`config.mk`:
```
export PLATFORM = sky130hd
export DESIGN_NAME = keyed_watchdog
export DESIGN_NICKNAME = d
export VERILOG_FILES = /design/src/rtl/kwd_pkg.sv /design/src/rtl/kwd_regs.sv /design/src/rtl/kwd_keyseq.sv /design/src/rtl/kwd_counter.sv /design/src/rtl/kwd_cause.sv /design/src/rtl/keyed_watchdog.sv
export SDC_FILE = /design/constraint.sdc
export NUM_CORES = 1
export LEC_CHECK = 0
export ABC_AREA = 1
export BUFFER_PORTS_ARGS = -buffer_cell sky130_fd_sc_hd__buf_2
export CAP_MARGIN = 20
export CORE_UTILIZATION = 30
export DETAILED_ROUTE_END_ITERATION = 12
export HOLD_SLACK_MARGIN = 0.05
export PLACE_DENSITY = 0.57
export SETUP_SLACK_MARGIN = 0.1
export SLEW_MARGIN = 20
export SYNTH_ARGS = -nofsm -noshare
export SYNTH_HDL_FRONTEND = slang
export SYNTH_HIERARCHICAL = 1
export SYNTH_SLANG_ARGS = --single-unit
```
`constraint.sdc`:
```
create_clock -name clk -period 8.8 [get_ports clk]
set_input_delay 1.32 -clock clk [delete_from_list [all_inputs] [get_ports clk]]
set_output_delay 1.32 -clock clk [all_outputs]
set_load 0.05 [all_outputs]
```
`src/rtl/kwd_pkg.sv`:
```
package kwd_pkg;
   typedef enum logic [2:0] {
      CAUSE_HARD = 3'd0,
      CAUSE_TMO  = 3'd1,
      CAUSE_BAD  = 3'd2,
      CAUSE_SOFT = 3'd3,
      CAUSE_USER = 3'd4
   } cause_e;

   localparam logic [1:0] IDX_SOFT  = 2'd0;
   localparam logic [1:0] IDX_CFG   = 2'd1;
   localparam logic [1:0] IDX_SVC_A = 2'd2;
   localparam logic [1:0] IDX_SVC_B = 2'd3;
endpackage

```
`src/rtl/kwd_regs.sv`:
```
module kwd_regs
   import kwd_pkg::*;
#(
   parameter int DATA_W    = 32,
   parameter int ADDR_W    = 4,
   parameter int DLY_W     = 5,
   parameter int EN_BIT    = 31,
   parameter bit READ_FLOP = 1'b0
) (
   input  logic              clk,
   input  logic              rst_n,
   input  logic              wr_en,
   input  logic [ADDR_W-1:0] addr,
   input  logic              w_en_bit,
   input  logic [DLY_W-1:0]  w_dly,
   input  logic              w_soft_bit,
   input  logic              flush,
   input  logic [2:0]        cause,
   output logic              wr_svc_a,
   output logic              wr_svc_b,
   output logic              soft_hit,
   output logic              pend_en,
   output logic [DLY_W-1:0]  pend_dly,
   output logic [DATA_W-1:0] rdata
);
   logic              in_range;
   logic [1:0]        idx;
   logic              wr_cfg;
   logic [DATA_W-1:0] rd_mux;

   assign idx = addr[3:2];

   generate
      if (ADDR_W > 4) begin : g_wide_addr
         assign in_range = (addr[ADDR_W-1:4] == '0) && (addr[1:0] == 2'b00);
      end else begin : g_narrow_addr
         assign in_range = (addr[1:0] == 2'b00);
      end
   endgenerate

   assign wr_cfg   = wr_en && in_range && (idx == IDX_CFG);
   assign wr_svc_a = wr_en && in_range && (idx == IDX_SVC_A);
   assign wr_svc_b = wr_en && in_range && (idx == IDX_SVC_B);
   assign soft_hit = wr_en && in_range && (idx == IDX_SOFT) && w_soft_bit;

   always_ff @(posedge clk or negedge rst_n) begin
      if (!rst_n) begin
         pend_en  <= 1'b0;
         pend_dly <= '0;
      end else if (flush) begin
         pend_en  <= 1'b0;
         pend_dly <= '0;
      end else if (wr_cfg) begin
         pend_en  <= w_en_bit;
         pend_dly <= w_dly;
      end
   end

   always_comb begin
      rd_mux = '0;
      if (in_range) begin
         unique case (idx)
            IDX_CFG: begin
               rd_mux[EN_BIT]      = pend_en;
               rd_mux[DLY_W-1:0]   = pend_dly;
            end
            IDX_SVC_A: rd_mux[2:0] = cause;
            default:   rd_mux      = '0;
         endcase
      end
   end

   generate
      if (READ_FLOP) begin : g_read_flop
         always_ff @(posedge clk or negedge rst_n) begin
            if (!rst_n) rdata <= '0;
            else        rdata <= rd_mux;
         end
      end else begin : g_read_comb
         assign rdata = rd_mux;
      end
   endgenerate


   cfg_capture_chk: assert property (@(posedge clk) disable iff (!rst_n)
      $past(rst_n) && $past(wr_cfg) && !$past(flush) |->
         (pend_en == $past(w_en_bit)) && (pend_dly == $past(w_dly)));
endmodule

```
`src/rtl/kwd_keyseq.sv`:
```
module kwd_keyseq #(
   parameter int              DATA_W = 32,
   parameter logic [DATA_W-1:0] KEY_A = 32'hABCD1234,
   parameter logic [DATA_W-1:0] KEY_B = 32'h4321DCBA
) (
   input  logic              clk,
   input  logic              rst_n,
   input  logic              wr_a,
   input  logic              wr_b,
   input  logic [DATA_W-1:0] wdata,
   input  logic              flush,
   output logic              svc_ok,
   output logic              bad
);
   logic armed;
   logic key_a_hit;
   logic key_b_hit;

   assign key_a_hit = (wdata == KEY_A);
   assign key_b_hit = (wdata == KEY_B);

   always_comb begin
      svc_ok = 1'b0;
      bad    = 1'b0;
      if (armed) begin
         svc_ok = wr_b && key_b_hit;
         bad    = wr_a || (wr_b && !key_b_hit);
      end else begin
         bad    = wr_b || (wr_a && !key_a_hit);
      end
   end

   always_ff @(posedge clk or negedge rst_n) begin
      if (!rst_n)                 armed <= 1'b0;
      else if (flush)             armed <= 1'b0;
      else if (armed)             armed <= !(wr_a || wr_b);
      else if (wr_a && key_a_hit) armed <= 1'b1;
   end


   bad_leaves_idle_chk: assert property (@(posedge clk) disable iff (!rst_n)
      $past(rst_n) && $past(bad) |-> !armed);


   svc_leaves_idle_chk: assert property (@(posedge clk) disable iff (!rst_n)
      $past(rst_n) && $past(svc_ok) |-> !armed);
endmodule

```
`src/rtl/kwd_counter.sv`:
```
module kwd_counter #(
   parameter int DLY_W = 5
) (
   input  logic             clk,
   input  logic             rst_n,
   input  logic             tick,
   input  logic             reload,
   input  logic             flush,
   input  logic             pend_en,
   input  logic [DLY_W-1:0] pend_dly,
   output logic             timeout
);
   localparam int             CNT_W = (1 << DLY_W) + 1;
   localparam logic [CNT_W-1:0] ONE = {{(CNT_W-1){1'b0}}, 1'b1};
   localparam logic [DLY_W:0]   SH1 = {{DLY_W{1'b0}}, 1'b1};

   logic             act_en;
   logic [DLY_W-1:0] act_dly;
   logic [CNT_W-1:0] cnt;
   logic [DLY_W:0]   shamt;
   logic [CNT_W-1:0] last_val;

   assign shamt    = {1'b0, act_dly} + SH1;
   assign last_val = (ONE << shamt) - ONE;
   assign timeout  = act_en && tick && (cnt == last_val) && !reload;

   always_ff @(posedge clk or negedge rst_n) begin
      if (!rst_n) begin
         act_en  <= 1'b0;
         act_dly <= '0;
         cnt     <= '0;
      end else if (flush) begin
         act_en  <= 1'b0;
         act_dly <= '0;
         cnt     <= '0;
      end else if (reload) begin
         act_en  <= pend_en;
         act_dly <= pend_dly;
         cnt     <= '0;
      end else if (act_en && tick) begin
         cnt     <= cnt + ONE;
      end
   end


   count_bound_chk: assert property (@(posedge clk) disable iff (!rst_n)
      cnt <= last_val);


   reload_zero_chk: assert property (@(posedge clk) disable iff (!rst_n)
      $past(rst_n) && $past(reload) |-> (cnt == '0));
endmodule

```
`src/rtl/kwd_cause.sv`:
```
module kwd_cause
   import kwd_pkg::*;
(
   input  logic       clk,
   input  logic       rst_n,
   input  logic       user_rst,
   input  logic       soft_hit,
   input  logic       bad,
   input  logic       timeout,
   output logic       flush,
   output logic       rst_req,
   output logic [2:0] cause
);
   cause_e nxt;
   cause_e code_q;

   assign flush = user_rst || soft_hit || bad || timeout;

   always_comb begin
      if (user_rst)      nxt = CAUSE_USER;
      else if (soft_hit) nxt = CAUSE_SOFT;
      else if (bad)      nxt = CAUSE_BAD;
      else if (timeout)  nxt = CAUSE_TMO;
      else               nxt = code_q;
   end

   always_ff @(posedge clk or negedge rst_n) begin
      if (!rst_n) begin
         rst_req <= 1'b0;
         code_q  <= CAUSE_HARD;
      end else begin
         rst_req <= flush;
         code_q  <= nxt;
      end
   end

   assign cause = code_q;


   cause_hold_chk: assert property (@(posedge clk) disable iff (!rst_n)
      (cause != $past(cause)) |-> rst_req);


   req_code_chk: assert property (@(posedge clk) disable iff (!rst_n)
      rst_req |-> (cause != 3'(CAUSE_HARD)));
endmodule

```
`src/rtl/keyed_watchdog.sv`:
```
module keyed_watchdog #(
   parameter int                DATA_W    = 32,
   parameter int                ADDR_W    = 4,
   parameter int                DLY_W     = 5,
   parameter int                EN_BIT    = 31,
   parameter logic [DATA_W-1:0] KEY_A     = 32'hABCD1234,
   parameter logic [DATA_W-1:0] KEY_B     = 32'h4321DCBA,
   parameter bit                READ_FLOP = 1'b0
) (
   input  logic              clk,
   input  logic              rst_n,
   input  logic              tick_en,
   input  logic              wr_en,
   input  logic [ADDR_W-1:0] addr,
   input  logic [DATA_W-1:0] wdata,
   input  logic              user_rst,
   output logic [DATA_W-1:0] rdata,
   output logic              rst_req
);
   generate
      if (ADDR_W < 4) begin : g_chk_addr
         $error("ADDR_W must cover four word registers");
      end
      if (DLY_W < 1 || DLY_W > 6) begin : g_chk_dly
         $error("DLY_W out of supported range");
      end
      if (EN_BIT >= DATA_W || EN_BIT < DLY_W) begin : g_chk_en
         $error("EN_BIT must lie above the delay field and inside the word");
      end
      if (DATA_W < 8) begin : g_chk_data
         $error("DATA_W too narrow");
      end
   endgenerate

   logic             wr_svc_a;
   logic             wr_svc_b;
   logic             soft_hit;
   logic             pend_en;
   logic [DLY_W-1:0] pend_dly;
   logic             svc_ok;
   logic             bad;
   logic             timeout;
   logic             flush;
   logic [2:0]       cause;

   kwd_regs #(
      .DATA_W(DATA_W), .ADDR_W(ADDR_W), .DLY_W(DLY_W),
      .EN_BIT(EN_BIT), .READ_FLOP(READ_FLOP)
   ) u_regs (
      .clk       (clk),
      .rst_n     (rst_n),
      .wr_en     (wr_en),
      .addr      (addr),
      .w_en_bit  (wdata[EN_BIT]),
      .w_dly     (wdata[DLY_W-1:0]),
      .w_soft_bit(wdata[0]),
      .flush     (flush),
      .cause     (cause),
      .wr_svc_a  (wr_svc_a),
      .wr_svc_b  (wr_svc_b),
      .soft_hit  (soft_hit),
      .pend_en   (pend_en),
      .pend_dly  (pend_dly),
      .rdata     (rdata)
   );

   kwd_keyseq #(.DATA_W(DATA_W), .KEY_A(KEY_A), .KEY_B(KEY_B)) u_keyseq (
      .clk   (clk),
      .rst_n (rst_n),
      .wr_a  (wr_svc_a),
      .wr_b  (wr_svc_b),
      .wdata (wdata),
      .flush (flush),
      .svc_ok(svc_ok),
      .bad   (bad)
   );

   kwd_counter #(.DLY_W(DLY_W)) u_counter (
      .clk     (clk),
      .rst_n   (rst_n),
      .tick    (tick_en),
      .reload  (svc_ok),
      .flush   (flush),
      .pend_en (pend_en),
      .pend_dly(pend_dly),
      .timeout (timeout)
   );

   kwd_cause u_cause (
      .clk     (clk),
      .rst_n   (rst_n),
      .user_rst(user_rst),
      .soft_hit(soft_hit),
      .bad     (bad),
      .timeout (timeout),
      .flush   (flush),
      .rst_req (rst_req),
      .cause   (cause)
   );
endmodule

```
After elaboration in Yosys (flattened, before gate mapping)
Cells that the tools add are included.
{"block": "totals", "ff_bits": 50, "latchBits": 0, "ram_bits": 0, "rom_bits": 0, "mem_count": 0}
{"block": "classes", "addsub": 3, "mul": 0, "div_mod_pow": 0, "n_lt_le_gt_ge": 0, "n_eq_ne": 6, "shift": 1, "muxes": 24, "n_bitwise": 0, "reduce_logical": 29}
{"operator": "33-bit two-way mux", "n": 3}
{"operator": "33-bit by 1-bit adder with 33-bit output (second input constant)", "n": 1}
{"operator": "33-bit == test", "n": 1}
{"operator": "1-bit by 6-bit left shift with 33-bit output (first input constant)", "n": 1}
{"operator": "33-bit by 1-bit subtractor with 33-bit output (second input constant)", "n": 1}
{"operator": "32-bit by 31-bit == test with 1-bit output (second input constant)", "n": 1}
{"operator": "32-bit == test (second input constant)", "n": 1}
{"operator": "32-bit two-way mux", "n": 1}
{"operator": "5-bit two-way mux", "n": 4}
{"operator": "1-bit logical AND", "n": 13}
{"operator": "3-bit two-way mux", "n": 4}
{"operator": "1-bit two-way mux", "n": 10}
{"operator": "5-bit by 1-bit adder with 6-bit output (second input constant)", "n": 1}
{"operator": "1-bit logical OR", "n": 6}
{"operator": "3-bit one-hot mux with 2 select lines", "n": 1}
{"operator": "2-bit == test (second input constant)", "n": 2}
{"operator": "1-bit logical NOT", "n": 4}
{"operator": "2-bit logical NOT", "n": 2}
{"operator": "2-bit nonzero test", "n": 2}
{"operator": "4-bit nonzero test", "n": 1}
{"operator": "3-bit nonzero test", "n": 1}
{"operator": "2-bit by 1-bit == test with 1-bit output (second input constant)", "n": 1}
{"operator": "2-bit two-way mux", "n": 1}

Logic depth before layout (Yosys ltp)
{"block": "depth", "word_depth": 11, "mapped_depth": 30, "depth_no_buf": 29}

Hierarchy
The synthesis kept the hierarchy.
{"mod": "kwd_counter", "n_inst": 1, "cells_each": 577, "area_per_inst_um2": 3637.2, "seq_area_each_um2": 975.9}
{"mod": "kwd_regs", "n_inst": 1, "cells_each": 97, "area_per_inst_um2": 664.4, "seq_area_each_um2": 150.1}
{"mod": "kwd_keyseq", "n_inst": 1, "cells_each": 58, "area_per_inst_um2": 277.8, "seq_area_each_um2": 25.0}
{"mod": "kwd_cause", "n_inst": 1, "cells_each": 20, "area_per_inst_um2": 173.9, "seq_area_each_um2": 100.1}

Worst setup path before layout
OpenSTA, ideal clock, no wires.
{"block": "synth_path", "path_kind": "input-to-reg", "startpoint": "input port addr[2]", "endpoint": "register u_counter.cnt[16]", "setup_ps": 123, "arrival_time_ps": 4421, "required_ps": 8677, "slack_ps": 4256, "path_stages": 29, "n_path_buf": 1, "path_cell_list": "ha_1 -> inv_1 -> nor2_1 -> inv_1 -> nor2_1 -> clkbuf_2 -> o21bai_1 -> a211oi_1 -> nand2_1 -> nor2_1 -> nand3_1 -> nor2_1 -> nand3_1 -> nor2_1 -> nand3_1 -> nor2_1 -> nor2_2 -> nand2_1 -> nor2_1 -> nand2_1 -> inv_1 -> nor2_1 -> nand3_1 -> nor2_1 -> inv_1 -> nor2_1 -> nand2_1 -> o21ai_0 -> a21oi_1"}
{"block": "synth_via", "elab_chain_len": 8, "elab_cells_between_ends": 22}
{"item": "start, declared", "line_no": "keyed_watchdog.sv:14", "source": "input logic [ADDR_W-1:0] addr,"}
{"item": "2-bit == test *", "line_no": "kwd_regs.sv:43", "source": "assign wr_svc_b = wr_en && in_range && (idx == IDX_SVC_B);"}
{"item": "1-bit logical AND *", "line_no": "kwd_regs.sv:43"}
{"item": "via wr_svc_b", "line_no": "keyed_watchdog.sv:36", "source": "logic wr_svc_b;"}
{"item": "1-bit logical AND *", "line_no": "kwd_keyseq.sv:26", "source": "svc_ok = wr_b && key_b_hit;"}
{"item": "1-bit two-way mux *", "line_no": "kwd_keyseq.sv:25", "source": "if (armed) begin"}
{"item": "via svc_ok", "line_no": "keyed_watchdog.sv:40", "source": "logic svc_ok;"}
{"item": "1-bit logical NOT *", "line_no": "kwd_counter.sv:25", "source": "assign timeout = act_en && tick && (cnt == last_val) && !reload;"}
{"item": "1-bit logical AND *", "line_no": "kwd_counter.sv:25"}
{"item": "via timeout", "line_no": "keyed_watchdog.sv:42", "source": "logic timeout;"}
{"item": "1-bit logical OR *", "line_no": "kwd_cause.sv:17", "source": "assign flush = user_rst || soft_hit || bad || timeout;"}
{"item": "via flush", "line_no": "keyed_watchdog.sv:43", "source": "logic flush;"}
{"item": "3-bit nonzero test (no source line) / 33-bit two-way mux (equally long branches)"}
{"item": "end signal, assigned", "line_no": "kwd_counter.sv:41", "source": "cnt <= cnt + ONE;"}
{"item": "end, declared", "line_no": "kwd_counter.sv:19", "source": "logic [CNT_W-1:0] cnt;"}
Mark *: on every way through the listed nets, which the timed path passes. The rest lies on a longest branch.
A chain may end at the register's enable or synchronous reset.

Worst setup path in the final report
{"block": "layout_path", "startpoint": "register u_counter.act_dly[4]", "endpoint": "register u_counter.cnt[16]"}
{"block": "layout_via", "elab_chain_len": 8, "elab_cells_between_ends": 9}
{"item": "start, declared", "line_no": "kwd_counter.sv:18", "source": "logic [DLY_W-1:0] act_dly;"}
{"item": "start signal, assigned", "line_no": "kwd_counter.sv:38", "source": "act_dly <= pend_dly;"}
{"item": "5-bit by 1-bit adder with 6-bit output *", "line_no": "kwd_counter.sv:23", "source": "assign shamt = {1'b0, act_dly} + SH1;"}
{"item": "1-bit by 6-bit left shift with 33-bit output *", "line_no": "kwd_counter.sv:24", "source": "assign last_val = (ONE << shamt) - ONE;"}
{"item": "33-bit by 1-bit subtractor with 33-bit output *", "line_no": "kwd_counter.sv:24"}
{"item": "33-bit == test *", "line_no": "kwd_counter.sv:25"}
{"item": "1-bit logical AND * (2 in series)", "line_no": "kwd_counter.sv:25"}
{"item": "via timeout", "line_no": "keyed_watchdog.sv:42"}
{"item": "1-bit logical OR *", "line_no": "kwd_cause.sv:17"}
{"item": "via flush", "line_no": "keyed_watchdog.sv:43"}
{"item": "3-bit nonzero test (no source line) / 33-bit two-way mux (equally long branches)"}
Marks and branches as above.

==> summary.md <==
| Metric | Value |
|---|---|
| Yosys top cell area share | `0.2632` |
| HP Start | `u_counter/cnt[25]$_DFFE_PN0P_` |
| Kind of critical path | `flop to flop` |
| Ys Warns | `6` |
| Die ar. | `approximately 0.016 mm2` |
| Synthesized instance count | `approximately 750` |
| Largest cells by area after synthesis | `dfrtp_1 26%, nand2_1 15%, nor2_1 8.3%` |
| Run status | `completed` |
| Sequential share of power | `0.423` |
| Register area share after synthesis | `0.2632` |
| Clk Latency, worst-skew pair | `290 ps` |
| Hold Path End | `u_counter/cnt[25]$_DFFE_PN0P_` |
| Total CTS buffers | `5` |
| Fill cells | `roughly 1,700` |
| Clock network fraction of design power | `0.455` |
| Initial DRT Pass Iterations | `5` |
| Power per Cell Area | `106.1 mW/mm2` |
| Total Wirelength | `13.30 mm` |
| Vias in the first global route | `4,408` |
| Register-to-Register Path Depth | `27` |
| DRC Markers | `0` |
| Setup ws final | `~3600 ps` |
| Post-CTS Resized | `0` |
| Final hold violation count | `0` |
| Startpoint Class | `flop` |
| Pin count of the biggest net entering global routing | `51` |
| RR Startpoint | `u_counter/act_dly[4]$_DFFE_PN0P_` |
| Synth area leader | `dfrtp_1` |
| Synth cell types | `44` |
| PortBufs | `47` |
| Rows | `45` |
| Worst relative slew slack | `0.5428` |
| Reg2Reg Capture Point | `u_counter/cnt[16]$_DFFE_PN0P_` |
| Max FO, Critical Path | `21` |
| Commonest non-fill, non-tap cell in the layout | `nand2_1` |
| Reg clk slew, reported paths | `approximately 70 ps` |
| # clock sinks | `50` |
| Max Buffers Root-to-Sink | `2` |
| Nets@finish | `between 800 and 900` |
| GR Util All Layers | `0.1706` |
| Setup violators final | `0` |
| DP HPWL | `10.93 mm` |
| Tmin final | `5244 ps` |
| Vias per cell | `4.711` |
| Antenna viol nets, final | `0` |
| Num ports | `74` |
| Worst slew pin tran | `about 700 ps` |
| Cells on Worst Hold Path | `1` |
| Core region area | `between 0.015 and 0.02 mm2` |
| Pint | `0.4191 mW` |
| Initial DRC Count | `slightly below 400` |
| Maximum clock frequency | `~190 MHz` |
| HP Class | `flop to flop` |
| Layout cells sized above 1 | `0.1311` |
| Logic pwr share | `0.121` |
| Antenna violations before repair | `0` |
| Final Instance Area | `0.005266 mm2` |
| RePlAce Congestion | `about 0.93` |
| Initial core utilization | `0.3104` |
| Global-route wire length before repair | `22.14 mm` |
| Pre-CTS WS | `about 3300 ps` |
| RSZ-0062 raised after global routing | `no` |
| Max rail drop VDD | `between 60 and 70 uV` |
| Post-Syn Area | `0.004753 mm2` |
| Die H | `about 130 um` |
| Setup Fix Bufs, Post-CTS | `0` |
| Sw frac | `0.2501` |
| Htree depth | `2` |
| Post-DP Area | `0.005067 mm2` |
| Post-route insts no fill | `1,004` |
| Slew Limit Fails | `0` |
| Area grow syn2layout | `10.79%` |
| Worst Clk Skew | `between 7 and 8 ps` |
| Placed insts | `996` |
| WP data arrival | `about 5400 ps` |
| Final Cycle Share | `0.5959` |
| Ant. Diodes | `0` |
| Hold Buf Count CTS | `0` |
| WL/cell | `approximately 13 um` |
| Most frequent cells in the layout | `188 x nand2_1, 105 x nor2_1, 93 x inv_1` |
| Grt ovf | `0` |
| CTS tree | `built` |
| Crit end category | `flop` |
| Post-Route Setup TNS | `0 ps` |
| R2R Setup Slk | `3560 ps` |
| Max cap viols | `0` |
| Crit path required time | `approximately 9000 ps` |
| Via Count | `4,730` |
| Seq cells post-synth | `50` |
| Root Driver | `clkbuf_16` |
| Synth Area per Inst | `roughly 6.3 um2` |
| P_sw | `between 0.1 and 0.15 mW` |
| Leak pwr | `approximately 2.5 nW` |
| Chip Width | `between 100 and 150 um` |
[cells in the mapped netlist (all sizes together)]
cell type  number
a221oi          2
ha              6
inv           103
a211oi          4
conb            2
o22ai           5
buf            36
o21ai          23
nor2          124
o2111ai         2
nor4            6
dfrtp          50
clkbuf          5
nand2         198
nor3b           1
nor3           19
a21o            1
a31oi           1
a22oi           1
or3             1
o31ai           1
a21oi          34
nand3          64
xor2           23
or2             1
xnor2           3
nand4          29
o21bai          4
o21a            3
[cells by family (layout without fill, tap and decap cells)]
kind of cell             Yosys count  count (layout)  synth area share
flip-flops                        50              50            0.2632
AO/OA/AOI/OAI                     81              81           0.09819
adder cells (fa/ha/maj)            6               6           0.01579
buffers and inverters            144             160            0.1437
AND/OR/NAND/NOR                  443             443            0.4296
XOR/XNOR                          26              26           0.04791
other                              2              27          0.001580
[stage by stage]
stage / utilization / total power, mW / hold slack, ps
CTS: 0.3439 / 0.5659 / 484.6
detailed placement: 0.3309 / 0.3094 / 475.0
global route: 0.3439 / 0.5823 / 515.3
global placement: 0.3309 / 0.3091 / 447.8
floorplan: - / 0.2955 / 433.4
finish: 0.3439 / 0.5589 / 476.6
[final cells by class]
cell class,instances,area [um2],share of cell area
well taps,211,264.0,0.05013
clock inverters,2,60.06,0.01140
inverters,103,389.1,0.07389
flip-flops and latches,50,1251,0.2376
clock buffers,6,138.9,0.02637
multi-input cells,583,2913,0.5531
repair buffers,49,250.2,0.04752
[flip-flops by register name, indices dropped and copies added (netlist names)]
name               count
u_counter/cnt         33
u_counter/act_dly      5
u_regs/pend_dly        5
u_cause/cause          3
u_cause/rst_req        1
u_counter/act_en       1
u_keyseq/armed         1
u_regs/pend_en         1
[power groups by stage]
stage,Combinational (mW),Clock (mW),Sequential [mW]
2_1_floorplan,0.0548,0,0.241
3_3_place_gp,0.0680,0,0.241
3_5_place_dp,0.0684,0,0.241
4_1_cts,0.0684,0.261,0.237
5_1_grt,0.0755,0.270,0.237
6_report,0.0679,0.254,0.237
[how the worst max path moves through the flow]
stage                                                start                       endpoint  slack (ps)  cells after the start
after detailed placement                           addr[2]  u_counter/cnt[16]$_DFFE_PN0P_        3350                     30
after global placement                             addr[2]  u_counter/cnt[16]$_DFFE_PN0P_        3490                     30
after floorplan                                    addr[2]  u_counter/cnt[16]$_DFFE_PN0P_        4260                     29
after global routing      u_counter/act_dly[4]$_DFFE_PN0P_  u_counter/cnt[16]$_DFFE_PN0P_        2920                     27
after CTS                                          addr[2]  u_counter/cnt[16]$_DFFE_PN0P_        3640                     30
final                     u_counter/act_dly[4]$_DFFE_PN0P_  u_counter/cnt[16]$_DFFE_PN0P_        3560                     27
[critical path: stages, from the launching register on]
cell	delay (ps)
dfrtp_1	770
inv_4	210
nand4_2	160
ha_1	240
nand2_2	110
nor2_1	180
nand2_1	170
nor2_2	220
nor2_1	60
nor2_1	90
nand3_1	120
nor2_1	210
nand3_1	110
nor2_1	230
nor2_2	70
nand2_1	380
nor2_1	80
buf_4	220
nand2_1	170
inv_1	100
nor2_1	210
nand3_1	160
nor2_1	190
inv_1	80
nor2_1	170
nand2_1	100
o21ai_0	200
a21oi_1	60
[layer usage]
metal  global-route usage  up-vias  routed length (um)
li1                     -     2449                   -
met1               0.2485     2146                6604
met3              0.01753       18                 563
met2               0.2650      117                5864
met4              0.04983        0                 265
met5                    0        -                   0
(Power assumes the default switching activity.)
